==> config.mk <==
export PLATFORM = sky130hd
export DESIGN_NAME = sc_status_reg
export DESIGN_NICKNAME = d
export VERILOG_FILES = /design/src/rtl/scsr_pkg.sv /design/src/rtl/scsr_sticky_flags.sv /design/src/rtl/scsr_rx_err_track.sv /design/src/rtl/scsr_tx_empty.sv /design/src/rtl/sc_status_reg.sv
export SDC_FILE = /design/constraint.sdc
export NUM_CORES = 1
export LEC_CHECK = 0
export BUFFER_PORTS_ARGS = -buffer_cell sky130_fd_sc_hd__buf_4
export CORE_MARGIN = 1.5
export CORE_UTILIZATION = 49
export CTS_CLUSTER_DIAMETER = 30
export CTS_CLUSTER_SIZE = 8
export DETAILED_ROUTE_END_ITERATION = 8
export GPL_TIMING_DRIVEN = 0
export PLACE_DENSITY = 0.85
export SLEW_MARGIN = 25
export SYNTH_ARGS = -nofsm -noshare
export SYNTH_HDL_FRONTEND = slang
export SYNTH_SLANG_ARGS = --single-unit
export TNS_END_PERCENT = 10
==> constraint.sdc <==
create_clock -name clk -period 4.26 [get_ports clk]
set_clock_uncertainty 0.1 [all_clocks]
set_input_delay 0.213 -clock clk [delete_from_list [all_inputs] [get_ports clk]]
set_output_delay 0.213 -clock clk [all_outputs]
set_load 0.05 [all_outputs]
==> src/rtl/scsr_pkg.sv <==
// Package: shared definitions for the smart card status register.
// Assumes nothing beyond IEEE 1800-2017 packed structs.
package scsr_pkg;
    localparam int STATUS_W = 8;
    localparam int N_RX_EVT = 4;

    // Receiver event group, LSB = overrun (lands on status bit 1).
    typedef struct packed {
        logic silent;
        logic nostop;
        logic parity;
        logic overrun;
    } rx_evt_t;
endpackage

==> src/rtl/scsr_sticky_flags.sv <==
// Module: bank of sticky event flags cleared by a host read.
// Assumes: a set and a read in the same cycle keep the flag set.
module scsr_sticky_flags #(
    parameter int N = 4
) (
    input  logic         clk,
    input  logic         rst_n,
    input  logic [N-1:0] evt,
    input  logic         rd,
    output logic [N-1:0] flags
);
    for (genvar i = 0; i < N; i++) begin : g_flag
        logic q;
        // Hold one event bit until the host reads it.
        always_ff @(posedge clk) begin
            if (!rst_n)      q <= 1'b0;
            else if (evt[i]) q <= 1'b1;
            else if (rd)     q <= 1'b0;
        end
        assign flags[i] = q;


        sticky_set_chk: assert property (@(posedge clk) disable iff (!rst_n)
            $past(evt[i] && rst_n) |-> q);
    end
endmodule

==> src/rtl/scsr_rx_err_track.sv <==
// Module: counts errored entries in the receive FIFO and keeps the
// summary error flag with its conditional read-clear.
// Assumes the FIFO never pops an errored entry it does not hold and
// never holds more than DEPTH entries.
module scsr_rx_err_track #(
    parameter int DEPTH = 16
) (
    input  logic clk,
    input  logic rst_n,
    input  logic push,
    input  logic push_err,
    input  logic pop,
    input  logic pop_err,
    input  logic rd,
    output logic flag
);
    localparam int CNT_W = $clog2(DEPTH + 1);

    logic [CNT_W-1:0] cnt_q, cnt_d;
    logic             inc, dec, flag_q;

    assign inc = push && push_err;
    assign dec = pop && pop_err;

    // Next errored-entry count from this cycle's push and pop.
    always_comb begin
        cnt_d = cnt_q;
        if (inc && !dec)      cnt_d = cnt_q + CNT_W'(1);
        else if (dec && !inc) cnt_d = cnt_q - CNT_W'(1);
    end

    // Register the errored-entry count.
    always_ff @(posedge clk) begin
        if (!rst_n) cnt_q <= '0;
        else        cnt_q <= cnt_d;
    end

    // Summary flag: set on errored push, read-clear only once drained.
    always_ff @(posedge clk) begin
        if (!rst_n)                    flag_q <= 1'b0;
        else if (inc)                  flag_q <= 1'b1;
        else if (rd && cnt_d == '0)    flag_q <= 1'b0;
    end

    assign flag = flag_q;


    err_held_chk: assert property (@(posedge clk) disable iff (!rst_n)
        (cnt_q != '0) |-> flag_q);

    err_set_chk: assert property (@(posedge clk) disable iff (!rst_n)
        $past(inc && rst_n) |-> flag_q);

    no_underflow_chk: assert property (@(posedge clk) disable iff (!rst_n)
        (dec && !inc) |-> (cnt_q != '0));

    no_overflow_chk: assert property (@(posedge clk) disable iff (!rst_n)
        (inc && !dec) |-> (cnt_q < CNT_W'(DEPTH)));
endmodule

==> src/rtl/scsr_tx_empty.sv <==
// Module: transmit-buffer-empty bit and its interrupt request.
// Assumes tx_fifo_empty is a level; its 0-to-1 change is the FIFO-mode
// set source, while tx_hold_load is a one-cycle pulse for non-FIFO mode.
module scsr_tx_empty (
    input  logic clk,
    input  logic rst_n,
    input  logic fifo_mode,
    input  logic hold_load,
    input  logic tx_fifo_empty,
    input  logic host_wr,
    input  logic ie,
    output logic tbre,
    output logic irq
);
    logic empty_prev_q, tbre_q, irq_q;
    logic set_evt, tbre_d;

    // Select the set source for the active mode.
    always_comb begin
        if (fifo_mode) set_evt = tx_fifo_empty && !empty_prev_q;
        else           set_evt = hold_load;
        if (host_wr)      tbre_d = 1'b0;
        else if (set_evt) tbre_d = 1'b1;
        else              tbre_d = tbre_q;
    end

    // Track the FIFO-empty level for edge detection.
    always_ff @(posedge clk) begin
        if (!rst_n) empty_prev_q <= 1'b1;
        else        empty_prev_q <= tx_fifo_empty;
    end

    // Buffer-empty bit, host write has priority.
    always_ff @(posedge clk) begin
        if (!rst_n) tbre_q <= 1'b1;
        else        tbre_q <= tbre_d;
    end

    // Interrupt request: raised by an enabled set, dropped by clear or disable.
    always_ff @(posedge clk) begin
        if (!rst_n) irq_q <= 1'b0;
        else        irq_q <= ie && tbre_d && (irq_q || set_evt);
    end

    assign tbre = tbre_q;
    assign irq  = irq_q;


    irq_needs_tbre_chk: assert property (@(posedge clk) disable iff (!rst_n)
        irq_q |-> tbre_q);

    wr_clears_chk: assert property (@(posedge clk) disable iff (!rst_n)
        $past(host_wr && rst_n) |-> !tbre_q);

    irq_off_chk: assert property (@(posedge clk) disable iff (!rst_n)
        $past(!ie && rst_n) |-> !irq_q);
endmodule

==> src/rtl/sc_status_reg.sv <==
// Module: top of the smart card UART status register. Assembles the
// status byte from direct levels and the three flag submodules.
// Assumes all event inputs are synchronous one-cycle pulses.
module sc_status_reg #(
    parameter int RX_FIFO_DEPTH = 16
) (
    input  logic       clk,
    input  logic       rst_n,
    input  logic       rx_ready,
    input  logic       rx_overrun,
    input  logic       rx_parity_err,
    input  logic       rx_nostop_err,
    input  logic       rx_silent,
    input  logic       fifo_push,
    input  logic       fifo_push_err,
    input  logic       fifo_pop,
    input  logic       fifo_pop_err,
    input  logic       fifo_mode,
    input  logic       tx_hold_load,
    input  logic       tx_fifo_empty,
    input  logic       tx_sr_empty,
    input  logic       host_wr_tx,
    input  logic       tbe_ie,
    input  logic       status_rd,
    output logic [7:0] status,
    output logic       irq
);
    import scsr_pkg::*;

    rx_evt_t               evt;
    logic [N_RX_EVT-1:0]   sticky;
    logic                  rxfe, tbre;

    assign evt = '{silent: rx_silent, nostop: rx_nostop_err,
                   parity: rx_parity_err, overrun: rx_overrun};

    scsr_sticky_flags #(.N(N_RX_EVT)) u_sticky (
        .clk   (clk),
        .rst_n (rst_n),
        .evt   (evt),
        .rd    (status_rd),
        .flags (sticky)
    );

    scsr_rx_err_track #(.DEPTH(RX_FIFO_DEPTH)) u_rxerr (
        .clk      (clk),
        .rst_n    (rst_n),
        .push     (fifo_push),
        .push_err (fifo_push_err),
        .pop      (fifo_pop),
        .pop_err  (fifo_pop_err),
        .rd       (status_rd),
        .flag     (rxfe)
    );

    scsr_tx_empty u_tx (
        .clk           (clk),
        .rst_n         (rst_n),
        .fifo_mode     (fifo_mode),
        .hold_load     (tx_hold_load),
        .tx_fifo_empty (tx_fifo_empty),
        .host_wr       (host_wr_tx),
        .ie            (tbe_ie),
        .tbre          (tbre),
        .irq           (irq)
    );

    // Assemble the status byte; bits 0 and 6 are live levels.
    assign status = {rxfe, tx_sr_empty, tbre, sticky, rx_ready};


    reset_irq_chk: assert property (@(posedge clk)
        $past(!rst_n) |-> !irq);
endmodule

==> results.md <==
- H-tree levels: 1
- DIE WIDTH: 40.72 um
- Setup Fix Bufs, Post-CTS: 0
- Hold WS: 0.007563 ns
- Nets: 132
- Antenna Cells: 0
- Grt total ovfl: 0
- CTS tree: done
- Met2 Use GR: 0.3929
- Worst-Margin Slew: 0.4054 ns
- Worst-path maximum fanout: 6
- Vias/cell: 5.127
- Sequential group share of total power: 0.456
- Final Cycle Share: 0.4150
- RSZ-0062 raised after global routing: false
- Initial antenna violation count: 0
- Reg clk slew, reported paths: 0.07 ns
- Seq cells post-synth: 13
- Starting Density: 0.5290
- Clock Power Share: 0.235
- Final setup viols: 0
- Finished Core Util: 0.6999
- GPL Wtd Cong: 0.7157
- Routed wire length: 1.419 mm
- Peak VDD IR: 0.1998 mV
- GRT Total Usage: 0.2039
- Final hold violation count: 0
- R2R Setup Slk: 2.49 ns
- Slew headroom: 0.7297
- Met3 Resource Use GR: 0.06522
- Layout Area Growth over Synthesis: 32.32%
- Most common cell after layout, fill and taps aside: buf_4
- TNS Setup: 0 ns
- Root Driver: clkbuf_4
- Post-synth cell types: 28
- Fmax: 565.7 MHz
- Crit end category: register
- Largest net degree at the start of global routing: 11
- Seq/Total Area, Yosys: 0.3734
- Synth Warn #: 0
- Netlist area before placement: 696.9 um^2
- Worst Path Required: 4.31 ns
- First-pass GRT wire length: 2.221 mm
- P per Cell Area: 333.7 nW/um^2
- Setup crit start kind: register
- Iter 0 DRT Violations: 11
- Critical path data arrival time: 1.82 ns
- Vias in the first global route: 560
- Hold WC Path Type: input port to register
- 1st-pass router iterations: 4
- Internal: 213.3 uW
- Clock sinks: 13
- Cells after synthesis: 83
- Cts repair resizes: 0
- Die area: 1658 um^2
- Minimum clock period after layout: 1.768 ns
- Sw frac: 0.3069
- PortBufs: 24
- FP Rows: 13
- Static leakage: 0.0004400 uW
- Share of post-route cells with drive strength above 1: 0.3604
- Critical path class: register to register
- Post-DP HPWL: 1.132 mm
- Commonest non-fill, non-tap cells in the layout: buf_4 (32), dfxtp_1 (13), nand2_1 (7), o21ai_0 (6)
- DRT antenna net count: 0
- # IOs: 27
- Combinational Power Share: 0.309
- Die H: 40.72 um
- Switch Pwr: 94.44 uW
- Buffer depth of the longest clock path: 2
- Core area: 1318 um^2
- Cts hold-fix bufs: 0
- Max Cap Viol: 0
- Syn_nets: 103
- Most used routing layer: met2
- DR WL/cell: 11.26 um
- TritonCTS Buffers: 3
- Average size of a mapped cell: 8.397 um^2
- Insertion delay to the later sink of the worst-skew pair: 0.26 ns
- Final Max Tran Viols: 0
- Met1 GRT Util: 0.2178
- Via count: 646
- Post-route DRC: 0
- Status: finished, final reports clean
==> layout make-up <==
class                   instances  area, um^2
multi-input cells              58       361.6
repair buffers                 24       180.2
fillers                       119       395.4
well taps                      15       18.77
flip-flops and latches         13       260.3
plain buffers                   9       63.81
inverters                       3       11.26
clock buffers                   4       26.28
==> Yosys cell counts <==
master | n | area share
dfxtp_1 | 13 | 0.37
inv_1 | 3 | 0.016
a21oi_1 | 1 | 0.0072
a2bb2oi_1 | 1 | 0.013
nand2b_1 | 1 | 0.0090
nand3_1 | 4 | 0.029
o21ai_0 | 6 | 0.043
nand2_1 | 7 | 0.038
o311a_1 | 1 | 0.014
buf_4 | 8 | 0.086
or3_1 | 4 | 0.036
a22oi_1 | 1 | 0.011
and2_4 | 2 | 0.025
clkbuf_1 | 1 | 0.0054
xor2_1 | 1 | 0.013
nor2_1 | 5 | 0.027
nor3_2 | 1 | 0.014
o211ai_1 | 1 | 0.011
ha_1 | 2 | 0.036
nor2b_1 | 5 | 0.045
o21a_1 | 4 | 0.043
nor3_1 | 2 | 0.014
and3_1 | 3 | 0.027
nand3b_1 | 1 | 0.011
a31oi_1 | 2 | 0.018
and3_4 | 1 | 0.016
nand4_1 | 1 | 0.0090
and3_2 | 1 | 0.011
==> layer usage <==
| metal | routed length (um) | vias to the layer above |
|---|---|---|
| met4 | 0 | 0 |
| met1 | 586 | 289 |
| met3 | 63 | 0 |
| li1 | - | 342 |
| met5 | 0 | - |
| met2 | 769 | 15 |
==> cells by family (layout without fill, tap and decap cells) <==
logic type | Yosys count | count (layout) | synth area share
simple gates | 38 | 38 | 0.3106
fa+ha+maj | 2 | 2 | 0.03590
flops | 13 | 13 | 0.3734
compound gates | 17 | 17 | 0.1598
buf+inv | 12 | 40 | 0.1077
xor+xnor | 1 | 1 | 0.01257
==> flip-flops by register name, indices dropped and copies added, names as in the netlist <==
| signal | flops |
|---|---|
| u_tx.tbre | 1 |
| u_tx.empty_prev_q | 1 |
| u_rxerr.cnt_q | 5 |
| u_sticky.g_flag.q | 4 |
| u_rxerr.flag | 1 |
| u_tx.irq | 1 |
==> worst max-delay path, cell delays in order, from the launching register on <==
cell,delay [ns]
dfxtp_1,0.42
inv_1,0.11
ha_1,0.36
or3_1,0.36
a31oi_1,0.21
a31oi_1,0.09
==> per-stage QoR <==
stage	std cells	worst slack [ns]	cell area, um^2	power (uW)
2_1_floorplan	83	2.670	696.9	209.1
3_3_place_gp	122	2.571	895.9	235.2
3_5_place_dp	122	2.515	895.9	238.5
4_1_cts	126	2.504	922.1	311.5
5_1_grt	126	2.409	922.1	327.6
6_report	126	2.492	922.1	307.7
==> power by group through the flow <==
stage                     clock, uW  combinational (uW)  sequential [uW]
after floorplan                   0                67.1              142
final                          72.4                94.9              140
after global placement            0                92.3              143
after global routing           80.2                 106              142
after CTS                      75.2                95.9              140
after detailed placement          0                95.2              143
==> worst paths after layout <==
| check | endpoint | from | depth (start not counted) |
|---|---|---|---|
| worst max-delay path | u_rxerr.flag | u_rxerr.cnt_q[0] | 5 |
| worst min-delay path | u_tx.irq | host_wr_tx | 2 |
| worst max register to register | u_rxerr.flag | u_rxerr.cnt_q[0] | 5 |
| worst min register to register | u_tx.irq | u_tx.tbre | 2 |
Power figures use the tool's default switching activity.
